`src/rtl/fsx_pkg.sv`:
```
`timescale 1ns/1ps
package fsx_pkg;

  typedef enum logic [1:0] {
    LINK_OFF   = 2'd0,
    LINK_OTHER = 2'd1,
    LINK_DSP   = 2'd2
  } link_t;

  // rising-edge index at which the core samples
  function automatic int unsigned fsx_sample_pos(input logic wide,
                                                 input int unsigned cmd_w,
                                                 input int unsigned ext_w);
    return wide ? (cmd_w + ext_w - 1) : (cmd_w - 1);
  endfunction

  // rising-edge index of the outgoing frame-sync pulse
  function automatic int unsigned fsx_sync_pos(input logic wide,
                                               input int unsigned cmd_w,
                                               input int unsigned ext_w);
    return fsx_sample_pos(wide, cmd_w, ext_w) + 1;
  endfunction

  // first rising edge that drives a result bit
  function automatic int unsigned fsx_first_data(input logic wide,
                                                 input int unsigned cmd_w,
                                                 input int unsigned ext_w);
    return fsx_sync_pos(wide, cmd_w, ext_w) + 1;
  endfunction

  // falling edge that closes the command field
  function automatic int unsigned fsx_cmd_last(input logic wide,
                                               input int unsigned cmd_w,
                                               input int unsigned ext_w);
    return wide ? (cmd_w + ext_w) : cmd_w;
  endfunction

endpackage

```
`src/rtl/fsx_edge_sense.sv`:
```
`timescale 1ns/1ps
module fsx_edge_sense #(
  parameter int unsigned N          = 3,
  parameter logic [N-1:0] IDLE_LVL  = '0
) (
  input  logic         clk,
  input  logic         rst_n,
  input  logic [N-1:0] lvl,
  output logic [N-1:0] rise_ev,
  output logic [N-1:0] fall_ev
);

  logic [N-1:0] prev_q;

  always_ff @(posedge clk) begin
    if (!rst_n) prev_q <= IDLE_LVL;
    else        prev_q <= lvl;
  end

  for (genvar i = 0; i < N; i++) begin : g_edge
    assign rise_ev[i] = lvl[i] & ~prev_q[i];
    assign fall_ev[i] = ~lvl[i] & prev_q[i];
  end

endmodule

```
`src/rtl/fsx_frame_seq.sv`:
```
`timescale 1ns/1ps
module fsx_frame_seq
  import fsx_pkg::*;
#(
  parameter int unsigned CMD_W = 8,
  parameter int unsigned EXT_W = 8,
  parameter int unsigned CH_W  = 3,
  parameter int unsigned CNT_W = 7
) (
  input  logic             clk,
  input  logic             rst_n,
  input  logic             cs_n,
  input  logic             cs_fall,
  input  logic             cs_rise,
  input  logic             fs_lvl,
  input  logic             fs_fall,
  input  logic             fs_rise,
  input  logic             sclk_rise,
  input  logic             sclk_fall,
  input  logic             wide_in,
  output logic             link_dsp,
  output logic             frame_start,
  output logic             fall_tick,
  output logic [CNT_W-1:0] fall_idx,
  output logic             chan_ev,
  output logic             cmd_ev,
  output logic             samp_ev,
  output logic             shift_go,
  output logic             chan_strobe,
  output logic             sample_strobe,
  output logic             fsync_out,
  output logic             acquire
);

  localparam logic [CNT_W-1:0] CNT_TOP = CNT_W'((1 << CNT_W) - 2);
  localparam logic [CNT_W-1:0] CH_POS  = CNT_W'(CH_W);

  link_t            link_q;
  logic             frame_on;
  logic             frame_kill;
  logic             wide_q;
  logic             rise_tick;
  logic             sync_ev;
  logic [CNT_W-1:0] rcnt, fcnt;
  logic [CNT_W-1:0] rise_idx;
  logic [CNT_W-1:0] samp_pos, sync_pos, first_pos, cmd_pos;

  // link mode decided by frame-sync level at chip-select fall
  always_ff @(posedge clk) begin
    if (!rst_n)       link_q <= LINK_OFF;
    else if (cs_n)    link_q <= LINK_OFF;
    else if (cs_fall) link_q <= fs_lvl ? LINK_OTHER : LINK_DSP;
  end

  assign link_dsp    = (link_q == LINK_DSP);
  assign frame_start = link_dsp & ~cs_n & fs_fall;
  assign frame_kill  = cs_n | fs_lvl | ~link_dsp;

  always_ff @(posedge clk) begin
    if (!rst_n)           frame_on <= 1'b0;
    else if (frame_start) frame_on <= 1'b1;
    else if (frame_kill)  frame_on <= 1'b0;
  end

  // edge counters, saturating
  always_ff @(posedge clk) begin
    if (!rst_n) begin
      rcnt   <= '0;
      fcnt   <= '0;
      wide_q <= 1'b0;
    end else if (frame_start) begin
      rcnt   <= '0;
      fcnt   <= '0;
      wide_q <= wide_in;
    end else begin
      if (rise_tick && rcnt != CNT_TOP) rcnt <= rcnt + 1'b1;
      if (fall_tick && fcnt != CNT_TOP) fcnt <= fcnt + 1'b1;
    end
  end

  assign rise_tick = frame_on & ~frame_kill & sclk_rise;
  assign fall_tick = frame_on & ~frame_kill & sclk_fall;
  assign rise_idx  = rcnt + 1'b1;
  assign fall_idx  = fcnt + 1'b1;

  assign samp_pos  = CNT_W'(fsx_sample_pos(wide_q, CMD_W, EXT_W));
  assign sync_pos  = CNT_W'(fsx_sync_pos(wide_q, CMD_W, EXT_W));
  assign first_pos = CNT_W'(fsx_first_data(wide_q, CMD_W, EXT_W));
  assign cmd_pos   = CNT_W'(fsx_cmd_last(wide_q, CMD_W, EXT_W));

  assign chan_ev  = fall_tick & (fall_idx == CH_POS);
  assign cmd_ev   = fall_tick & (fall_idx == cmd_pos);
  assign samp_ev  = rise_tick & (rise_idx == samp_pos);
  assign sync_ev  = rise_tick & (rise_idx == sync_pos);
  assign shift_go = rise_tick & (rise_idx >= first_pos);

  always_ff @(posedge clk) begin
    if (!rst_n) begin
      chan_strobe   <= 1'b0;
      sample_strobe <= 1'b0;
    end else begin
      chan_strobe   <= chan_ev;
      sample_strobe <= samp_ev;
    end
  end

  always_ff @(posedge clk) begin
    if (!rst_n)                          acquire <= 1'b0;
    else if (frame_kill || frame_start)  acquire <= 1'b0;
    else if (chan_ev)                    acquire <= 1'b1;
    else if (samp_ev)                    acquire <= 1'b0;
  end

  always_ff @(posedge clk) begin
    if (!rst_n)                          fsync_out <= 1'b0;
    else if (frame_kill || frame_start)  fsync_out <= 1'b0;
    else if (sync_ev)                    fsync_out <= 1'b1;
    else if (rise_tick)                  fsync_out <= 1'b0;
  end


  fsout_one_period_chk: assert property (@(posedge clk) disable iff (!rst_n)
    (fsync_out && rise_tick) |=> !fsync_out);


  fsout_on_rise_chk: assert property (@(posedge clk) disable iff (!rst_n)
    $rose(fsync_out) |-> $past(sclk_rise));


  sample_in_acq_chk: assert property (@(posedge clk) disable iff (!rst_n)
    sample_strobe |-> $past(acquire));


  fs_restart_chk: assert property (@(posedge clk) disable iff (!rst_n)
    fs_rise |=> (!fsync_out && !acquire));


  cs_kill_chk: assert property (@(posedge clk) disable iff (!rst_n)
    (cs_n || cs_rise) |=> (!fsync_out && !acquire && !link_dsp));

endmodule

```
`src/rtl/fsx_cmd_capture.sv`:
```
`timescale 1ns/1ps
module fsx_cmd_capture #(
  parameter int unsigned CMD_W = 8,
  parameter int unsigned CH_W  = 3,
  parameter int unsigned CNT_W = 7
) (
  input  logic             clk,
  input  logic             rst_n,
  input  logic             sdi,
  input  logic             frame_start,
  input  logic             fall_tick,
  input  logic [CNT_W-1:0] fall_idx,
  input  logic             chan_ev,
  input  logic             cmd_ev,
  output logic [CH_W-1:0]  chan_sel,
  output logic [CMD_W-1:0] cfg_word
);

  localparam logic [CNT_W-1:0] CMD_LAST = CNT_W'(CMD_W);

  logic [CMD_W-1:0] sr_q, sr_next;
  logic             shift_en;

  // only the first CMD_W falling edges carry command bits
  assign shift_en = fall_tick & (fall_idx <= CMD_LAST);
  assign sr_next  = shift_en ? {sr_q[CMD_W-2:0], sdi} : sr_q;

  always_ff @(posedge clk) begin
    if (!rst_n)           sr_q <= '0;
    else if (frame_start) sr_q <= '0;
    else                  sr_q <= sr_next;
  end

  always_ff @(posedge clk) begin
    if (!rst_n) begin
      chan_sel <= '0;
      cfg_word <= '0;
    end else begin
      if (chan_ev) chan_sel <= sr_next[CH_W-1:0];
      if (cmd_ev)  cfg_word <= sr_next;
    end
  end


  chan_cfg_match_chk: assert property (@(posedge clk) disable iff (!rst_n)
    cmd_ev |=> (cfg_word[CMD_W-1 -: CH_W] == chan_sel));

endmodule

```
`src/rtl/fsx_result_out.sv`:
```
`timescale 1ns/1ps
module fsx_result_out #(
  parameter int unsigned RES_W = 14,
  parameter int unsigned OUT_W = 16
) (
  input  logic             clk,
  input  logic             rst_n,
  input  logic             link_dsp,
  input  logic             frame_start,
  input  logic             samp_ev,
  input  logic             shift_go,
  input  logic [RES_W-1:0] sample_data,
  output logic             sdo
);

  localparam int unsigned PAD_W = (OUT_W > RES_W) ? (OUT_W - RES_W) : 0;

  logic [OUT_W-1:0] load_word;
  logic [OUT_W-1:0] sr_q;

  if (PAD_W > 0) begin : g_pad
    assign load_word = {sample_data, {PAD_W{1'b0}}};
  end else begin : g_trunc
    assign load_word = sample_data[RES_W-1 -: OUT_W];
  end

  // zeros fill behind the word, so trailing clocks shift out zeros
  always_ff @(posedge clk) begin
    if (!rst_n) begin
      sr_q <= '0;
      sdo  <= 1'b0;
    end else if (!link_dsp || frame_start) begin
      sr_q <= '0;
      sdo  <= 1'b0;
    end else if (samp_ev) begin
      sr_q <= load_word;
    end else if (shift_go) begin
      sdo  <= sr_q[OUT_W-1];
      sr_q <= {sr_q[OUT_W-2:0], 1'b0};
    end
  end


  sdo_moves_on_rise_chk: assert property (@(posedge clk) disable iff (!rst_n)
    !$stable(sdo) |-> $past(shift_go || frame_start || !link_dsp));

endmodule

```
`src/rtl/fsx_dsp_link.sv`:
```
`timescale 1ns/1ps
module fsx_dsp_link #(
  parameter int unsigned CMD_W = 8,
  parameter int unsigned EXT_W = 8,
  parameter int unsigned CH_W  = 3,
  parameter int unsigned RES_W = 14,
  parameter int unsigned OUT_W = 16
) (
  input  logic             clk,
  input  logic             rst_n,
  input  logic             cs_n,
  input  logic             fsync_in,
  input  logic             sclk,
  input  logic             sdi,
  input  logic             wide_sel,
  input  logic [RES_W-1:0] sample_data,
  output logic             sdo,
  output logic             sdo_oe,
  output logic             fsync_out,
  output logic [CH_W-1:0]  chan_sel,
  output logic             chan_strobe,
  output logic             acquire,
  output logic             sample_strobe,
  output logic [CMD_W-1:0] cfg_word,
  output logic             dsp_mode
);

  localparam int unsigned CNT_W = $clog2(CMD_W + EXT_W + OUT_W + 2) + 1;

  // bit 0 serial clock, bit 1 chip select, bit 2 frame sync
  logic [2:0]       lvl, rise_ev, fall_ev;
  logic             link_dsp, frame_start, fall_tick;
  logic [CNT_W-1:0] fall_idx;
  logic             chan_ev, cmd_ev, samp_ev, shift_go;

  assign lvl = {fsync_in, cs_n, sclk};

  fsx_edge_sense #(.N(3), .IDLE_LVL(3'b010)) edge_i (
    .clk     (clk),
    .rst_n   (rst_n),
    .lvl     (lvl),
    .rise_ev (rise_ev),
    .fall_ev (fall_ev)
  );

  fsx_frame_seq #(.CMD_W(CMD_W), .EXT_W(EXT_W), .CH_W(CH_W), .CNT_W(CNT_W)) seq_i (
    .clk           (clk),
    .rst_n         (rst_n),
    .cs_n          (cs_n),
    .cs_fall       (fall_ev[1]),
    .cs_rise       (rise_ev[1]),
    .fs_lvl        (fsync_in),
    .fs_fall       (fall_ev[2]),
    .fs_rise       (rise_ev[2]),
    .sclk_rise     (rise_ev[0]),
    .sclk_fall     (fall_ev[0]),
    .wide_in       (wide_sel),
    .link_dsp      (link_dsp),
    .frame_start   (frame_start),
    .fall_tick     (fall_tick),
    .fall_idx      (fall_idx),
    .chan_ev       (chan_ev),
    .cmd_ev        (cmd_ev),
    .samp_ev       (samp_ev),
    .shift_go      (shift_go),
    .chan_strobe   (chan_strobe),
    .sample_strobe (sample_strobe),
    .fsync_out     (fsync_out),
    .acquire       (acquire)
  );

  fsx_cmd_capture #(.CMD_W(CMD_W), .CH_W(CH_W), .CNT_W(CNT_W)) cmd_i (
    .clk         (clk),
    .rst_n       (rst_n),
    .sdi         (sdi),
    .frame_start (frame_start),
    .fall_tick   (fall_tick),
    .fall_idx    (fall_idx),
    .chan_ev     (chan_ev),
    .cmd_ev      (cmd_ev),
    .chan_sel    (chan_sel),
    .cfg_word    (cfg_word)
  );

  fsx_result_out #(.RES_W(RES_W), .OUT_W(OUT_W)) res_i (
    .clk         (clk),
    .rst_n       (rst_n),
    .link_dsp    (link_dsp),
    .frame_start (frame_start),
    .samp_ev     (samp_ev),
    .shift_go    (shift_go),
    .sample_data (sample_data),
    .sdo         (sdo)
  );

  assign sdo_oe   = link_dsp & ~cs_n;
  assign dsp_mode = link_dsp;


  oe_off_when_deselected_chk: assert property (@(posedge clk) disable iff (!rst_n)
    cs_n |-> !sdo_oe);


  strobes_exclusive_chk: assert property (@(posedge clk) disable iff (!rst_n)
    $onehot0({chan_strobe, sample_strobe}));

endmodule

```
`config.mk`:
```
export PLATFORM = sky130hd
export DESIGN_NAME = fsx_dsp_link
export DESIGN_NICKNAME = d
export VERILOG_FILES = /design/src/rtl/fsx_pkg.sv /design/src/rtl/fsx_edge_sense.sv /design/src/rtl/fsx_frame_seq.sv /design/src/rtl/fsx_cmd_capture.sv /design/src/rtl/fsx_result_out.sv /design/src/rtl/fsx_dsp_link.sv
export SDC_FILE = /design/constraint.sdc
export NUM_CORES = 1
export LEC_CHECK = 0
export ABC_AREA = 1
export BUFFER_PORTS_ARGS = -buffer_cell sky130_fd_sc_hd__buf_2
export CAP_MARGIN = 15
export CORE_MARGIN = 2
export CORE_UTILIZATION = 55
export CTS_BUF_LIST = sky130_fd_sc_hd__clkbuf_4
export CTS_CLUSTER_SIZE = 14
export DETAILED_ROUTE_END_ITERATION = 7
export PLACE_DENSITY = 0.76
export SLEW_MARGIN = 40
export SYNTH_ARGS = -nofsm -noshare
export SYNTH_HDL_FRONTEND = slang
export SYNTH_HIERARCHICAL = 1
export SYNTH_SLANG_ARGS = --single-unit
```
`constraint.sdc`:
```
create_clock -name clk -period 6.7 [get_ports clk]
set_input_delay 1.005 -clock clk [delete_from_list [all_inputs] [get_ports clk]]
set_output_delay 1.005 -clock clk [all_outputs]
set_load 0.05 [all_outputs]
```
* After elaboration in Yosys (flattened, before gate mapping)
Cells that the tools add are included.
Word-level totals: output and inout port bits 18, input port bits 21, flip-flop bits (word level) 59
Cells by class: add/sub/neg operators 4, $lt $le $gt $ge 2, muxes and demuxes 12, equal/unequal tests 7, reduce and logical (&&, ||, !) cells 14, bitwise operators 25
Operators by type and width (count):
- 16-bit 2-to-1 mux | 2
- 7-bit by 1-bit adder with 7-bit output (second input constant) | 4
- 7-bit == test | 3
- 1-bit bitwise AND | 15
- 7-bit inequality test (second input constant) | 2
- 8-bit 2-to-1 mux | 1
- 1-bit inverter | 8
- 2-bit nonzero test | 4
- 2-bit OR reduction | 4
- 7-bit by 2-bit == test with 1-bit output (second input constant) | 1
- 7-bit greater-or-equal comparator | 1
- 7-bit by 4-bit <= comparator with 1-bit output (second input constant) | 1
- 1-bit 2-to-1 mux | 6
- 5-bit 2-to-1 mux | 1
- 4-bit 2-to-1 mux | 1
- 2-bit == test (second input constant) | 1
- 1-bit logical AND | 2
- 1-bit logical OR | 2
- 2-bit 2-to-1 mux | 1
- 1-bit bitwise OR | 2
- 2-bit AND reduction | 1
- 1-bit zero test | 1

* Longest topological paths before layout
Gate-level depths: netlist of the first run.
word-level depth 9, mapped depth 16, gate-level depth less buffers 14

* Modules after synthesis
The synthesis of the first run kept the hierarchy.
By module, submodules not included:
- fsx_frame_seq | seq. area each 440.4 µm², cells each 194, instances 1, area each 1357.6 µm²
- fsx_cmd_capture | seq. area each 380.4 µm², cells each 115, instances 1, area each 860.8 µm²
- fsx_result_out | seq. area each 300.3 µm², cells each 111, instances 1, area each 802.0 µm²
- fsx_edge_sense | seq. area each 60.1 µm², cells each 20, instances 1, area each 128.9 µm²
- fsx_dsp_link | seq. area each 0.0 µm², cells each 2, instances 1, area each 10.0 µm²

* Worst setup path after synthesis of the first run
Ideal clock, no wire load.
path type input-to-output, start input port cs_n, end output port sdo_oe, data arrival time 1.425 ns, slack 4.270 ns, stages 1, data required time 5.695 ns, path through nor2_2
Between the ends: longest elaborated chain between the ends 2
Ends and longest elaborated chain:
- start, declared | RTL line fsx_dsp_link.sv:11 | input logic cs_n,
- 1-bit inverter | RTL line fsx_dsp_link.sv:96 | assign sdo_oe = link_dsp & ~cs_n;
- 1-bit bitwise AND | RTL line fsx_dsp_link.sv:96
- end, declared | RTL line fsx_dsp_link.sv:18 | output logic sdo_oe,
Every way passes these cells.

* Final worst setup path of the first run
start register seq_i.rcnt[1], end register res_i.sr_q[10]
Between the ends: longest elaborated chain between the ends 4, elaborated cells on any way between the ends 7, classes of those cells add/sub (1); order compare (1); eq/ne (1); mux (1); bitwise (2); reduce/logical (1)
Ends and longest elaborated chain:
- start, declared | RTL line fsx_frame_seq.sv:44 | logic [CNT_W-1:0] rcnt, fcnt;
- start signal, assigned | RTL line fsx_frame_seq.sv:76 | if (rise_tick && rcnt != CNT_TOP) rcnt <= rcnt + 1'b1;
- 7-bit by 1-bit adder with 7-bit output (*) | RTL line fsx_frame_seq.sv:83 | assign rise_idx = rcnt + 1'b1;
- named net seq_i.rise_idx[3] | RTL line fsx_frame_seq.sv:45 | logic [CNT_W-1:0] rise_idx;
- 7-bit == test (*) | RTL line fsx_frame_seq.sv:93 | assign samp_ev = rise_tick & (rise_idx == samp_pos);
- 1-bit bitwise AND (*) | RTL line fsx_frame_seq.sv:93
- named net samp_ev | RTL line fsx_dsp_link.sv:34 | logic chan_ev, cmd_ev, samp_ev, shift_go;
- 16-bit 2-to-1 mux / 2-bit nonzero test (equally long branches)
- end signal, assigned | RTL line fsx_result_out.sv:36 | sr_q <= load_word;
- end signal, assigned | RTL line fsx_result_out.sv:39 | sr_q <= {sr_q[OUT_W-2:0], 1'b0};
- end, declared | RTL line fsx_result_out.sv:19 | logic [OUT_W-1:0] sr_q;
Mark *: on every way through the listed nets, which the timed path passes. The rest lies on a longest branch. A chain may end at the register's enable or synchronous reset.

==> summary.txt, run 1 <==
CTS
  • Post-CTS Setup Bufs: 0
  • CTS resizes: 0
  • Clock Latency Late Sink: ~0.4 ns
  • Clock sink count: 59
  • Num CTS Buffers: 9
  • Root buffer cell: clkbuf_4
  • CTS tree: built
  • H-tree depth: 3
  • CTS Buffer Depth: 2
  • Clock slew at reported path FFs: 0.10 ns
  • Hold Buf Count CTS: 0

Die
  • Std-Cell Rows: 27
  • Die width: about 80 microns
  • Die area: about 6300 sq um
  • Initial Utilization: 0.571
  • Io pins: 39
  • Die H: about 80 microns
  • Core area: 5510 sq um

Setup path
  • Worst Setup EP: res_i/sr_q[10]
  • WP depth: 14
  • Reg2Reg Depth: 14
  • CP Data Arrival Time: about 3.2 ns
  • Worst r2r src: seq_i/rcnt[1]
  • Cell chain of the critical path: nand3_1 -> xor2_1 -> ha_1 -> or2_2 -> nor2_1 -> nand2_1 -> nor2_1 -> nand2_1 -> inv_1 -> inv_2 -> nand3_1 -> nand3_1 -> nand2_1 -> inv_1
  • CP endpoint kind: flip-flop
  • Largest stage delay on the critical path: around 0.46 ns
  • Worst EP required: around 7 ns
  • Worst Setup SP: seq_i/rcnt[1]
  • WP buf/inv: 3
  • Critical path fanouts, max: 16
  • Crit path kind: flip-flop to flip-flop
  • CP max-delay cell: inv_1
  • Worst Setup Start Kind: flip-flop
  • Flop-to-flop setup slack: about 3.8 ns
  • Delay-heaviest family, CP: simple AND/OR/NAND/NOR gates
  • Reg2reg end: res_i/sr_q[10]

STA
  • Worst setup margin: between 3 and 4 ns
  • Fin. Hold Viols: 0
  • Final period utilization: 0.434
  • RSZ-0062 raised after global routing: false
  • Setup TNS: 0 ns
  • Hold slack: around 0.5 ns
  • Fmax: 344 MHz
  • Setup Skew: roughly 0.011 ns
  • Final Setup Violations: 0
  • Worst Max-Slew Pin Slew: 0.615 ns
  • Min cycle time layout: 2.91 ns
  • Slew Viols, Final: 0
  • Worst rel slew slack: 0.589

Global routing
  • Initial antenna violation count: 0
  • Vias in the first global route: about 2,500
  • GRT Overall Usage: 0.210
  • First-pass GRT wire length: between 10,000 and 15,000 microns
  • Grt ovf: 0
  • Pin count of the biggest net entering global routing: 17

Power and ir drop
  • Gate power share: 0.032
  • Lkg Pwr: ~0.0017 uW
  • Switch Pwr: 148 uW
  • Clock share of power: 0.463
  • Sequential share of power: 0.505
  • Worst vdd ir: ~0.13 mV
  • Pwr/cell area: 199 nW/um^2
  • Pint: between 500 and 600 uW
  • Switching part of the total power: 0.212

Synthesis
  • Post-synth design cell area: about 3100 sq um
  • Synth Area per Inst: between 7 and 8 sq um
  • YS warnings: 6
  • Syn nets: ~470
  • Synth Instances: 439

Layout
  • Fraction of layout cells with a size suffix above 1: 0.231
  • Syn-to-layout area delta: 11.6%
  • # diodes: 0
  • Final nets: 504

Place
  • DP HPWL: about 4400 microns
  • GPL Wtd Cong: just over 0.8
  • Pre-CTS setup slack: around 3.7 ns
  • IO Port Bufs: 38

Route
  • Routed Antenna Nets: 0
  • WL final: approximately 6200 microns
  • Via count: roughly 2,800
  • Vias/cell: 4.98
  • Post-route DRC: 0
  • DRT Pass-1 Iters: 5
  • Avg WL per Cell: 11.3 microns
  • Initial DRC Count: 164

Status
  • Status: finished clean

Run
  • Max Cap Violations: 0

Min path
  • Tightest Hold Check Type: flip-flop to flip-flop
==> sequential cells by signal, indices dropped and copies added (netlist names), 2 cells and up <==
signal          count
cmd_i/sr_q          8
seq_i/fcnt          7
seq_i/rcnt          7
cmd_i/cfg_word      8
edge_i/prev_q       3
res_i/sr_q         14
seq_i/link_q        2
cmd_i/chan_sel      3
==> metrics by stage <==
stage / utilization / instance area, sq um / power [uW] / cells
final: 0.637 / 3510 / 698 / 552
after global routing: 0.637 / 3510 / 724 / 552
after floorplan: - / 3150 / 373 / 439
after detailed placement: 0.605 / 3330 / 383 / 536
after global placement: 0.603 / 3320 / 383 / 536
after CTS: 0.637 / 3510 / 706 / 552
==> power by group through the flow <==
stage,registers (uW),clock network (uW),logic (uW)
CTS,353,332,22.2
global placement,361,0,21.9
finish,353,324,22.0
detailed placement,361,0,22.1
floorplan,361,0,12.6
global route,353,346,24.6
==> area by class of cell <==
cell class / count / area (sq um)
tap: 72 / 90.1
sequential: 59 / 1180
inverter: 76 / 287
clock buffer: 10 / 75.1
timing repair buffer: 38 / 190
multi-input combinational: 291 / 1580
clock inverter: 6 / 104
fill: 515 / 2000
==> routing by layer <==
layer  vias to the layer above  GRT usage  routed length (microns)
met4                         0      0.112                      129
met2                        55      0.339                     2890
met3                        11     0.0339                      241
li1                       1453          -                        -
met1                      1231      0.269                     2960
met5                         -          0                        0
==> worst register-to-register path, stage by stage, from the launching register on <==
cell,delay [ns]
dfxtp_1,0.44
nand3_1,0.15
xor2_1,0.25
ha_1,0.30
or2_2,0.30
nor2_1,0.08
nand2_1,0.06
nor2_1,0.09
nand2_1,0.10
inv_1,0.46
inv_2,0.26
nand3_1,0.13
nand3_1,0.08
nand2_1,0.07
inv_1,0.04
==> cells in the final DEF, fill, tap and decap left out, types with 2 or more instances in the layout <==
master,count
clkbuf_4,10
ha_1,8
nand2_1,82
nand3_2,5
o21ai_1,6
nor2_2,7
nand3_1,51
or2_2,2
nand2_4,4
clkinv_2,3
nand4_1,4
nor2_8,2
inv_2,5
buf_2,38
a21oi_1,26
nor2_4,2
dfxtp_1,59
o21ai_0,13
clkinv_1,2
bufinv_16,3
nand2_2,23
nor2_1,42
inv_1,69
==> worst min-delay path by stage <==
stage / slack (ns) / cells past startpoint / startpoint / endpoint
5_1_grt: 0.50 / 2 / seq_i/acquire / seq_i/acquire
4_1_cts: 0.49 / 2 / res_i/sr_q[2] / res_i/sr_q[2]
2_1_floorplan: 0.44 / 2 / res_i/sr_q[2] / res_i/sr_q[2]
3_3_place_gp: 0.45 / 2 / res_i/sr_q[2] / res_i/sr_q[2]
3_5_place_dp: 0.47 / 2 / res_i/sr_q[2] / res_i/sr_q[2]
6_report: 0.49 / 2 / seq_i/acquire / seq_i/acquire
Note: power is estimated with default switching activity, not from simulation.
==> inputs of run 2 (changes only) <==
ABC_AREA = 0   (was 1)
clock period = 3 ns   (was 6.7 ns; I/O delays follow)
==> summary.txt, run 2 <==
Layout
  • Largest registers: res_i/sr_q x14, cmd_i/cfg_word x8, cmd_i/sr_q x8 (unchanged)
  • Commonest non-fill, non-tap cell in the layout: dfxtp_1 (was nand2_1)
  • Post-Layout Cell Count: 433 (was 552)
  • Fraction of layout cells with a size suffix above 1: 0.253 (was 0.231)
  • Final nets: 387 (was 504)
  • Syn-to-layout area delta: 12.1% (was 11.6%)
  • Register with the most flip-flops: res_i/sr_q (unchanged)
  • Max reg flops: 14 (unchanged)
  • Most frequent cells in the layout: dfxtp_1, buf_2, nor2_1 (was nand2_1, inv_1, dfxtp_1)
  • # fillers: 436 (was 515)
  • # diodes: 0 (unchanged)

Setup path
  • Critical path fanouts, max: 15 (was 16)
  • Reg2Reg Depth: 10 (was 14)
  • CP endpoint kind: flip-flop (unchanged)
  • Crit path kind: flip-flop to flip-flop (unchanged)
  • Worst Setup Start Kind: flip-flop (unchanged)
  • Worst EP required: 3.28 ns (was 7.01 ns)
  • Worst Setup SP: seq_i/rcnt[1] (unchanged)
  • Flop-to-flop setup slack: 0.29 ns (was 3.79 ns)
  • Reg2reg end: res_i/sr_q[8] (was res_i/sr_q[10])
  • CP Data Arrival Time: 2.98 ns (was 3.22 ns)
  • Worst r2r src: seq_i/rcnt[1] (unchanged)

Power and ir drop
  • Clock share of power: 0.443 (was 0.463)
  • Pint: 1150 uW (was 550 uW)
  • Tot Pwr: 1490 uW (was 698 uW)
  • Pwr/cell area: 443 nW/um^2 (was 199 nW/um^2)
  • Lkg Pwr: 0.00128 uW (was 0.00170 uW)
  • Sequential share of power: 0.528 (was 0.505)
  • Gate power share: 0.028 (was 0.032)
  • Switch Pwr: 344 uW (was 148 uW)
  • Worst vdd ir: 0.358 mV (was 0.132 mV)
  • Switching part of the total power: 0.231 (was 0.212)

CTS
  • CTS Buffer Depth: 2 (unchanged)
  • Num CTS Buffers: 9 (unchanged)
  • CTS tree: built (unchanged)
  • Post-CTS Setup Bufs: 0 (unchanged)
  • Root buffer cell: clkbuf_4 (unchanged)
  • Clock slew at reported path FFs: 0.11 ns (was 0.10 ns)
  • Clock Latency Late Sink: 0.41 ns (about the same)
  • CTS resizes: 0 (unchanged)
  • Hold Buf Count CTS: 0 (unchanged)
  • Clock sink count: 59 (unchanged)
  • H-tree depth: 3 (unchanged)

Die
  • Core area: 5170 sq um (was 5510 sq um)
  • Io pins: 39 (unchanged)
  • Die width: 77.8 microns (was 79.6 microns)
  • Die H: 77.8 microns (was 79.6 microns)
  • Initial Utilization: 0.580 (was 0.571)
  • Die area: 6060 sq um (was 6340 sq um)
  • Std-Cell Rows: 26 (was 27)

Global routing
  • Grt ovf: 0 (unchanged)
  • GRT Overall Usage: 0.210 (about the same)
  • First-pass GRT wire length: 10,100 microns (was 10,500 microns)
  • Pin count of the biggest net entering global routing: 22 (was 17)
  • Initial antenna violation count: 0 (unchanged)
  • Vias in the first global route: 2,262 (was 2,456)

Synthesis
  • Post-synth design cell area: 3000 sq um (was 3150 sq um)
  • Syn nets: 352 (was 468)
  • YS warnings: 6 (unchanged)
  • Synth Area per Inst: 9.29 sq um (was 7.17 sq um)
  • Synth Instances: 323 (was 439)

Min path
  • Tightest Hold Check Type: primary input to flip-flop (was flip-flop to flip-flop)
  • Worst Hold Launch: sclk (was seq_i/acquire)
  • Hold Path End: edge_i/prev_q[0] (was seq_i/acquire)
  • Worst hold stages: 2 (unchanged)

STA
  • Min cycle time layout: 2.71 ns (was 2.91 ns)
  • Setup Skew: 0.0131 ns (was 0.0114 ns)
  • Worst Max-Slew Pin Slew: 0.607 ns (was 0.615 ns)
  • Final Setup Violations: 0 (unchanged)
  • Setup TNS: 0 ns (unchanged)
  • Slew Viols, Final: 0 (unchanged)
  • Fmax: 369 MHz (was 344 MHz)
  • RSZ-0062 raised after global routing: false (unchanged)
  • Final period utilization: 0.902 (was 0.434)
  • Worst rel slew slack: 0.595 (was 0.589)
  • Fin. Hold Viols: 0 (unchanged)

Route
  • DRT Pass-1 Iters: 5 (unchanged)
  • Vias/cell: 5.63 (was 4.98)
  • Post-route DRC: 0 (unchanged)
  • Avg WL per Cell: 13.8 microns (was 11.3 microns)
  • WL final: 5960 microns (was 6220 microns)
  • Via count: 2,437 (was 2,750)
  • Routed Antenna Nets: 0 (unchanged)
  • Initial DRC Count: 65 (was 164)

Place
  • DP HPWL: 4200 microns (was 4420 microns)
  • Placed Cells: 417 (was 536)
  • GPL Wtd Cong: 0.889 (was 0.821)
  • IO Port Bufs: 38 (unchanged)

Run
  • Max Cap Violations: 0 (unchanged)

Status
  • Status: finished clean (unchanged)
-- run 2: cell count changes in the layout (fill, tap and decap cells not counted), sizes merged, moves of 6 or more --
cell   previous run  this run
o21ai            20        26
nand3            56        20
xnor2             0         9
nand2           110         7
nor2             53        37
inv              74        14
mux2i             0        19
a31oi             2        11
or3               0         6
mux2              0        13
-- run 2: per-layer routing --
layer	wire length [microns]	vias to the layer above	track usage
met5	0	-	0
met4	82	0	0.0857
met3	313	6	0.0663
met2	2860	57	0.340
met1	2700	1151	0.259
li1	-	1223	-
-- run 2: worst max-delay path by stage --
| stage | slack [ns] | to |
|---|---|---|
| after global placement | 0.45 | res_i/sr_q[9] |
| after detailed placement | 0.35 | res_i/sr_q[7] |
| final | 0.29 | res_i/sr_q[8] |
| after CTS | 0.32 | res_i/sr_q[8] |
| after floorplan | 0.51 | res_i/sr_q[12] |
| after global routing | 0.02 | res_i/sr_q[8] |
-- run 2: worst max-delay path: stages (launching register included) --
cell,delay (ns)
dfxtp_1,0.48
ha_1,0.36
nand3_1,0.22
xnor2_1,0.19
ha_1,0.30
o21ai_0,0.10
a21oi_2,0.12
buf_4,0.26
mux2_2,0.36
mux2i_1,0.15
nor2_1,0.06
-- run 2: final cells by class --
class,instances,area (sq um),share of cell area
Clock buffer,9,67.6,0.0201
Tap cell,70,87.6,0.0260
Inverter,12,45.0,0.0134
Clock inverter,7,100,0.0298
Multi-Input combinational cell,235,1670,0.496
Sequential cell,59,1180,0.351
Timing Repair Buffer,41,213,0.0632
-- run 2: through the flow --
stage / instance area [sq um] / hold WS [ns] / setup WS [ns] / util
2_1_floorplan: 3000 / 0.444 / 0.507 / -
3_3_place_gp: 3200 / 0.440 / 0.452 / 0.618
3_5_place_dp: 3200 / 0.452 / 0.348 / 0.618
4_1_cts: 3360 / 0.258 / 0.318 / 0.650
5_1_grt: 3360 / 0.272 / 0.0183 / 0.650
6_report: 3360 / 0.278 / 0.293 / 0.650
-- run 2: power by group through the flow --
| stage | sequential (uW) | clock [uW] | combinational [uW] |
|---|---|---|---|
| floorplan | 805 | 0 | 20.3 |
| global placement | 805 | 0 | 41.7 |
| detailed placement | 805 | 0 | 42.4 |
| CTS | 787 | 679 | 42.6 |
| global route | 788 | 714 | 45.7 |
| finish | 787 | 661 | 41.9 |
